File: src/rtl/usbpa_pkg.sv
package usbpa_pkg;
  // {D+, D-} as sampled from the port
  typedef enum logic [1:0] {
    LN_SE0       = 2'b00,
    LN_LOW_IDLE  = 2'b01,
    LN_FULL_IDLE = 2'b10,
    LN_SE1       = 2'b11
  } line_t;

  localparam int unsigned FLG_ATTACH  = 0;
  localparam int unsigned FLG_DETACH  = 1;
  localparam int unsigned FLG_RSTDONE = 2;
  localparam int unsigned FLG_N       = 3;
endpackage

File: src/rtl/usbpa_line_watch.sv
module usbpa_line_watch
  import usbpa_pkg::*;
#(
  parameter int unsigned DEB_CYC = 120
) (
  input  logic  clk,
  input  logic  rst_n,
  input  line_t line_i,
  input  logic  hold_i,
  output logic  conn_o,
  output logic  speed_o,
  output logic  attach_o,
  output logic  detach_o
);
  localparam int unsigned CW = $clog2(DEB_CYC + 1);
  localparam logic [CW-1:0] LAST = CW'(DEB_CYC - 1);

  line_t         line_q;
  logic [CW-1:0] cnt_q;
  logic          wanted, same, hit;

  // Connected: wait for SE0. Not connected: wait for either idle level.
  always_comb begin
    wanted = conn_o ? (line_i == LN_SE0)
                    : (line_i == LN_LOW_IDLE || line_i == LN_FULL_IDLE);
    same   = (line_i == line_q);
    hit    = !hold_i && wanted && same && (cnt_q == LAST);
  end

  assign attach_o = hit && !conn_o;
  assign detach_o = hit && conn_o;

  always_ff @(posedge clk or negedge rst_n) begin
    if (!rst_n) begin
      line_q  <= LN_SE0;
      cnt_q   <= '0;
      conn_o  <= 1'b0;
      speed_o <= 1'b0;
    end else begin
      line_q <= line_i;
      if (hold_i) begin
        cnt_q  <= '0;
        conn_o <= 1'b0;
      end else if (hit) begin
        cnt_q  <= '0;
        conn_o <= !conn_o;
        if (!conn_o) speed_o <= (line_i == LN_FULL_IDLE);
      end else if (wanted && same) begin
        cnt_q <= cnt_q + 1'b1;
      end else begin
        cnt_q <= '0;
      end
    end
  end
endmodule

File: src/rtl/usbpa_reset_timer.sv
module usbpa_reset_timer #(
  parameter int unsigned RST_CYC = 480000
) (
  input  logic clk,
  input  logic rst_n,
  input  logic start_i,
  output logic busy_o,
  output logic done_o
);
  localparam int unsigned CW = $clog2(RST_CYC + 1);
  localparam logic [CW-1:0] LAST = CW'(RST_CYC - 1);

  logic [CW-1:0] cnt_q;

  assign done_o = busy_o && (cnt_q == LAST);

  always_ff @(posedge clk or negedge rst_n) begin
    if (!rst_n) begin
      busy_o <= 1'b0;
      cnt_q  <= '0;
    end else if (start_i) begin
      busy_o <= 1'b1;
      cnt_q  <= '0;
    end else if (busy_o) begin
      if (done_o) begin
        busy_o <= 1'b0;
        cnt_q  <= '0;
      end else begin
        cnt_q <= cnt_q + 1'b1;
      end
    end
  end
endmodule

File: src/rtl/usbpa_flag_bank.sv
module usbpa_flag_bank #(
  parameter int unsigned N = 3
) (
  input  logic         clk,
  input  logic         rst_n,
  input  logic [N-1:0] set_i,
  input  logic         wr_en_i,
  input  logic [N-1:0] wr_data_i,
  input  logic [N-1:0] en_i,
  output logic [N-1:0] flags_o,
  output logic         irq_o
);
  for (genvar i = 0; i < N; i++) begin : g_flag
    always_ff @(posedge clk or negedge rst_n) begin
      if (!rst_n)                     flags_o[i] <= 1'b0;
      else if (set_i[i])              flags_o[i] <= 1'b1;
      else if (wr_en_i && !wr_data_i[i]) flags_o[i] <= 1'b0;
    end
  end

  assign irq_o = |(flags_o & en_i);
endmodule

File: src/rtl/usb_port_attach_ctrl.sv
module usb_port_attach_ctrl
  import usbpa_pkg::*;
#(
  parameter int unsigned DEB_CYC = 120,
  parameter int unsigned RST_CYC = 480000
) (
  input  logic             clk,
  input  logic             rst_n,
  input  logic             line_dp,
  input  logic             line_dm,
  input  logic             host_mode,
  input  logic             rst_req_set,
  input  logic             flag_wr_en,
  input  logic [FLG_N-1:0] flag_wr_data,
  input  logic [FLG_N-1:0] irq_en,
  output logic             conn_stat,
  output logic             speed_fs,
  output logic             rst_req,
  output logic             se0_oe,
  output logic [FLG_N-1:0] irq_flags,
  output logic             irq
);
  line_t            line_now;
  logic             busy, start, hold, done_p, att_p, det_p;
  logic [FLG_N-1:0] set_vec;

  assign line_now = line_t'({line_dp, line_dm});
  assign start    = rst_req_set && host_mode && !busy;
  assign hold     = busy || start;

  usbpa_line_watch #(.DEB_CYC(DEB_CYC)) u_watch (
    .clk(clk), .rst_n(rst_n), .line_i(line_now), .hold_i(hold),
    .conn_o(conn_stat), .speed_o(speed_fs), .attach_o(att_p), .detach_o(det_p)
  );

  usbpa_reset_timer #(.RST_CYC(RST_CYC)) u_rtimer (
    .clk(clk), .rst_n(rst_n), .start_i(start), .busy_o(busy), .done_o(done_p)
  );

  always_comb begin
    set_vec              = '0;
    set_vec[FLG_ATTACH]  = att_p;
    set_vec[FLG_DETACH]  = det_p;
    set_vec[FLG_RSTDONE] = done_p;
  end

  usbpa_flag_bank #(.N(FLG_N)) u_flags (
    .clk(clk), .rst_n(rst_n), .set_i(set_vec), .wr_en_i(flag_wr_en),
    .wr_data_i(flag_wr_data), .en_i(irq_en), .flags_o(irq_flags), .irq_o(irq)
  );

  assign rst_req = busy;
  assign se0_oe  = busy;
endmodule

File: config.mk
export PLATFORM = sky130hd
export DESIGN_NAME = usb_port_attach_ctrl
export DESIGN_NICKNAME = d
export VERILOG_FILES = /design/src/rtl/usbpa_pkg.sv /design/src/rtl/usbpa_line_watch.sv /design/src/rtl/usbpa_reset_timer.sv /design/src/rtl/usbpa_flag_bank.sv /design/src/rtl/usb_port_attach_ctrl.sv
export SDC_FILE = /design/constraint.sdc
export NUM_CORES = 1
export LEC_CHECK = 0
export BUFFER_PORTS_ARGS = -buffer_cell sky130_fd_sc_hd__buf_2
export CORE_ASPECT_RATIO = 1.1
export CORE_MARGIN = 1
export CORE_UTILIZATION = 61
export CTS_CLUSTER_SIZE = 25
export DETAILED_ROUTE_END_ITERATION = 10
export GPL_TIMING_DRIVEN = 0
export PLACE_DENSITY = 0.82
export SLEW_MARGIN = 40
export SYNTH_ARGS = -nofsm -noshare
export SYNTH_HDL_FRONTEND = slang
export SYNTH_SLANG_ARGS = --single-unit
File: constraint.sdc
create_clock -name clk -period 4.62 [get_ports clk]
set_input_delay 0.462 -clock clk [delete_from_list [all_inputs] [get_ports clk]]
set_output_delay 0.462 -clock clk [all_outputs]
set_load 0.01 [all_outputs]
==> flow_metrics.py <==
metrics = {
    "status": {
        "status": "finished clean",
    },
    "synthesis": {
        "post-synth-top-area-cell": "dfrtp_1",
        "ys_top_cells_by_area": "dfrtp_1, nand2_1, o21ai_0",
        "syn_nets": 202,
        "synth_ff_type": "dfrtp_1",
        "syn_inst": 185,
        "synthTopCellsByCount": "dfrtp_1, nand2_1, inv_1",
        "ys_warn_count": 0,
        "yosysSeqAreaShare_pct": 47.32,
        "synth-seq-cells": 34,
        "synth_top_area_share_pct": 47.32,
        "synth_edf_count": 0,
        "syn_area_um2": 1798,
        "synth.most_common_cell": "dfrtp_1",
        "synth_cell_types": 43,
        "syn_area_per_cell_um2": 9.719,
        "synthArstFlopShare_pct": 100.0,
    },
    "timing": {
        "rsz0062_at_grt": "false",
        "max_freq_mhz": 459.0,
        "slew_violations": 0,
        "hold_viol_final": 0,
        "hold_slack_ps": 43.17,
        "worst_slew_pin_slew_ps": 713.2,
        "finalSetupViolations": 0,
        "final.setup_skew_ps": 10.44,
        "fin_ws_ps": 2441,
        "relSlewSlack_pct": 52.45,
        "fin_tns_setup_ps": 0,
        "layout_min_cycle_time_ps": 2179,
        "finalCritPeriodShare_pct": 47.16,
    },
    "route": {
        "ant_nets": 0,
        "routed_wl_mm": 3.697,
        "drtPass1Iterations": 4,
        "drtIter0Drc": 38,
        "vias_per_cell": 5.939,
        "drc_errors": 0,
        "wl_met1_mm": 1.727,
        "met2_length_mm": 1.767,
        "top_layer": "met4",
        "post_drt_wl_per_cell_um": 15.03,
        "dr_total_vias": 1461,
        "wl_met3_um": 144,
    },
    "global_routing": {
        "grt_overflow_total": 0,
        "grt_max_degree": 35,
        "grt_first_pass_wirelength_mm": 5.892,
        "grt_usage_pct": 26.78,
        "antenna_found_initial": 0,
        "grt_pass1_vias": 1332,
    },
    "place": {
        "dp_slack_ps": 2302,
        "portBuffers": 20,
        "placed_cell_area_um2": 1939,
        "placed_cells": 238,
        "dpl.hpwl_mm": 2.616,
        "gp_congestion": 0.7702,
    },
    "clock_tree": {
        "hold_buffers": 0,
        "cts_resized": 0,
        "clkTransAtPathRegs_ps": 110,
        "htree_levels": 2,
        "ctsRootBufferMaster": "clkbuf_4",
        "postCtsSetupBuffers": 0,
        "clock_latency_ps": 350,
        "clkSinkCount": 34,
        "cts_buffers": 5,
        "clock_path_buffers": 2,
        "cts_tree": "yes",
    },
    "layout": {
        "antennaDiodeCount": 0,
        "drive_gt1_share_pct": 17.84,
        "final_nets": 229,
        "syn_to_final_growth_pct": 11.34,
        "stdcell_count": 246,
        "stdcell_area_um2": 2002,
    },
    "die": {
        "die_w_um": 53.77,
        "io_pins": 21,
        "die-area_um2": 3169,
        "die_h_um": 58.94,
        "coreArea_um2": 2778,
        "initial_core_util_pct": 64.73,
        "rows": 20,
    },
    "critical_path": {
        "end_kind": "flip-flop",
        "criticalPathCategory": "reg2reg",
        "cp_max_fo": 7,
        "cp-start-kind": "flip-flop",
        "critical_path_required_ps": 4860,
        "arrival_ps": 2420,
    },
    "pwr": {
        "powerDensity_nw_per_um2": 329.5,
        "p_leak_uw": 0.0009367,
        "ir_drop_mv": 0.3588,
    },
    "run": {
        "cap_violations": 0,
    },
    "hold_path": {
        "min_path_type": "in2async",
    },
}
==> worst max-delay path, cell delays in order (launching register included) <==
cell     delay [ps]
dfrtp_1         460
a21oi_1         590
nand2_1         150
or4_4           560
mux2_4          310
==> power by group <==
part / internal [µW] / total (µW) / switching [µW]
registers: 338 / 381 / 43.5
logic: 54.7 / 105 / 49.9
clock network: 73.7 / 174 / 100
total: 466 / 660 / 194
==> logic make-up (layout without fill, tap and decap cells) <==
family                   after synthesis  count (layout)  share of synthesized area (%)
AO/OA/AOI/OAI                         44              44                          15.66
flip-flops                            34              34                          47.32
adder cells (fa/ha/maj)                4               4                          2.784
multiplexers                           4               4                          2.505
buffers and inverters                 17              45                          4.176
XOR/XNOR                               8               8                          3.897
AND/OR/NAND/NOR                       74              74                          23.66
==> registers in the layout (all words and copies together) (netlist names) <==
register,flops
u_rtimer.cnt_q,19
u_watch.cnt_q,7
u_flags.flags_o,3
u_watch.line_q,2
u_rtimer.busy_o,1
u_watch.conn_o,1
u_watch.speed_o,1
==> layout by cell type (no fill, tap or decap), types with 2 or more instances in the layout <==
cell      Yosys  layout
and3_1        5       5
nor2b_1       4       4
clkbuf_1      2       3
nand4_1       5       5
o21ai_0      11      11
inv_1        13      13
xor2_1        3       3
nand3_1       9       9
nand2_1      17      17
o21ai_1       6       6
clkbuf_4      0       5
or4_4         2       2
xnor2_1       5       5
dfrtp_1      34      34
a21oi_1      10      10
a21o_1        2       2
a22o_1        5       5
nor2_1       11      11
and2_1        2       2
ha_1          4       4
nand2b_1      2       2
buf_4         1       2
mux2i_1       3       3
buf_2         0      19
and4_1        5       5
or3_1         5       5
==> area by class of cell <==
class	instances	area (µm²)
repair buffers	20	102.6
flip-flops and latches	34	850.8
inverters	13	48.80
well taps	33	41.29
clock inverters	1	5.005
plain buffers	4	26.28
multi-input cells	134	872.1
clock buffers	7	55.05
fillers	211	775.7
==> layer usage <==
| metal | track usage (%) | up-vias |
|---|---|---|
| met1 | 35.08 | 707 |
| met5 | 0 | - |
| met3 | 7.752 | 7 |
| met4 | 10.90 | 0 |
| li1 | - | 717 |
| met2 | 41.09 | 30 |
==> metrics by stage <==
stage	total power (µW)	util (%)
after global routing	696.0	72.07
after detailed placement	489.6	69.82
after global placement	480.4	69.82
after floorplan	453.9	-
final	659.7	72.07
after CTS	664.2	71.98
==> path summary, 6_finish.rpt <==
path | start | to | slack, ps | cells past startpoint
worst max-delay path | u_rtimer.busy_o | u_watch.speed_o | 2440 | 4
worst min-delay path | rst_n | u_watch.line_q[0] | 40 | 1
worst max register to register | u_rtimer.busy_o | u_watch.speed_o | 2440 | 4
worst min register to register | u_watch.cnt_q[0] | u_watch.cnt_q[0] | 490 | 1
max in group asynchronous | rst_n | u_watch.cnt_q[6] | 4270 | 1
min in group clk | line_dm | u_watch.line_q[0] | 260 | 1
Note: power is estimated with default switching activity, not from simulation.
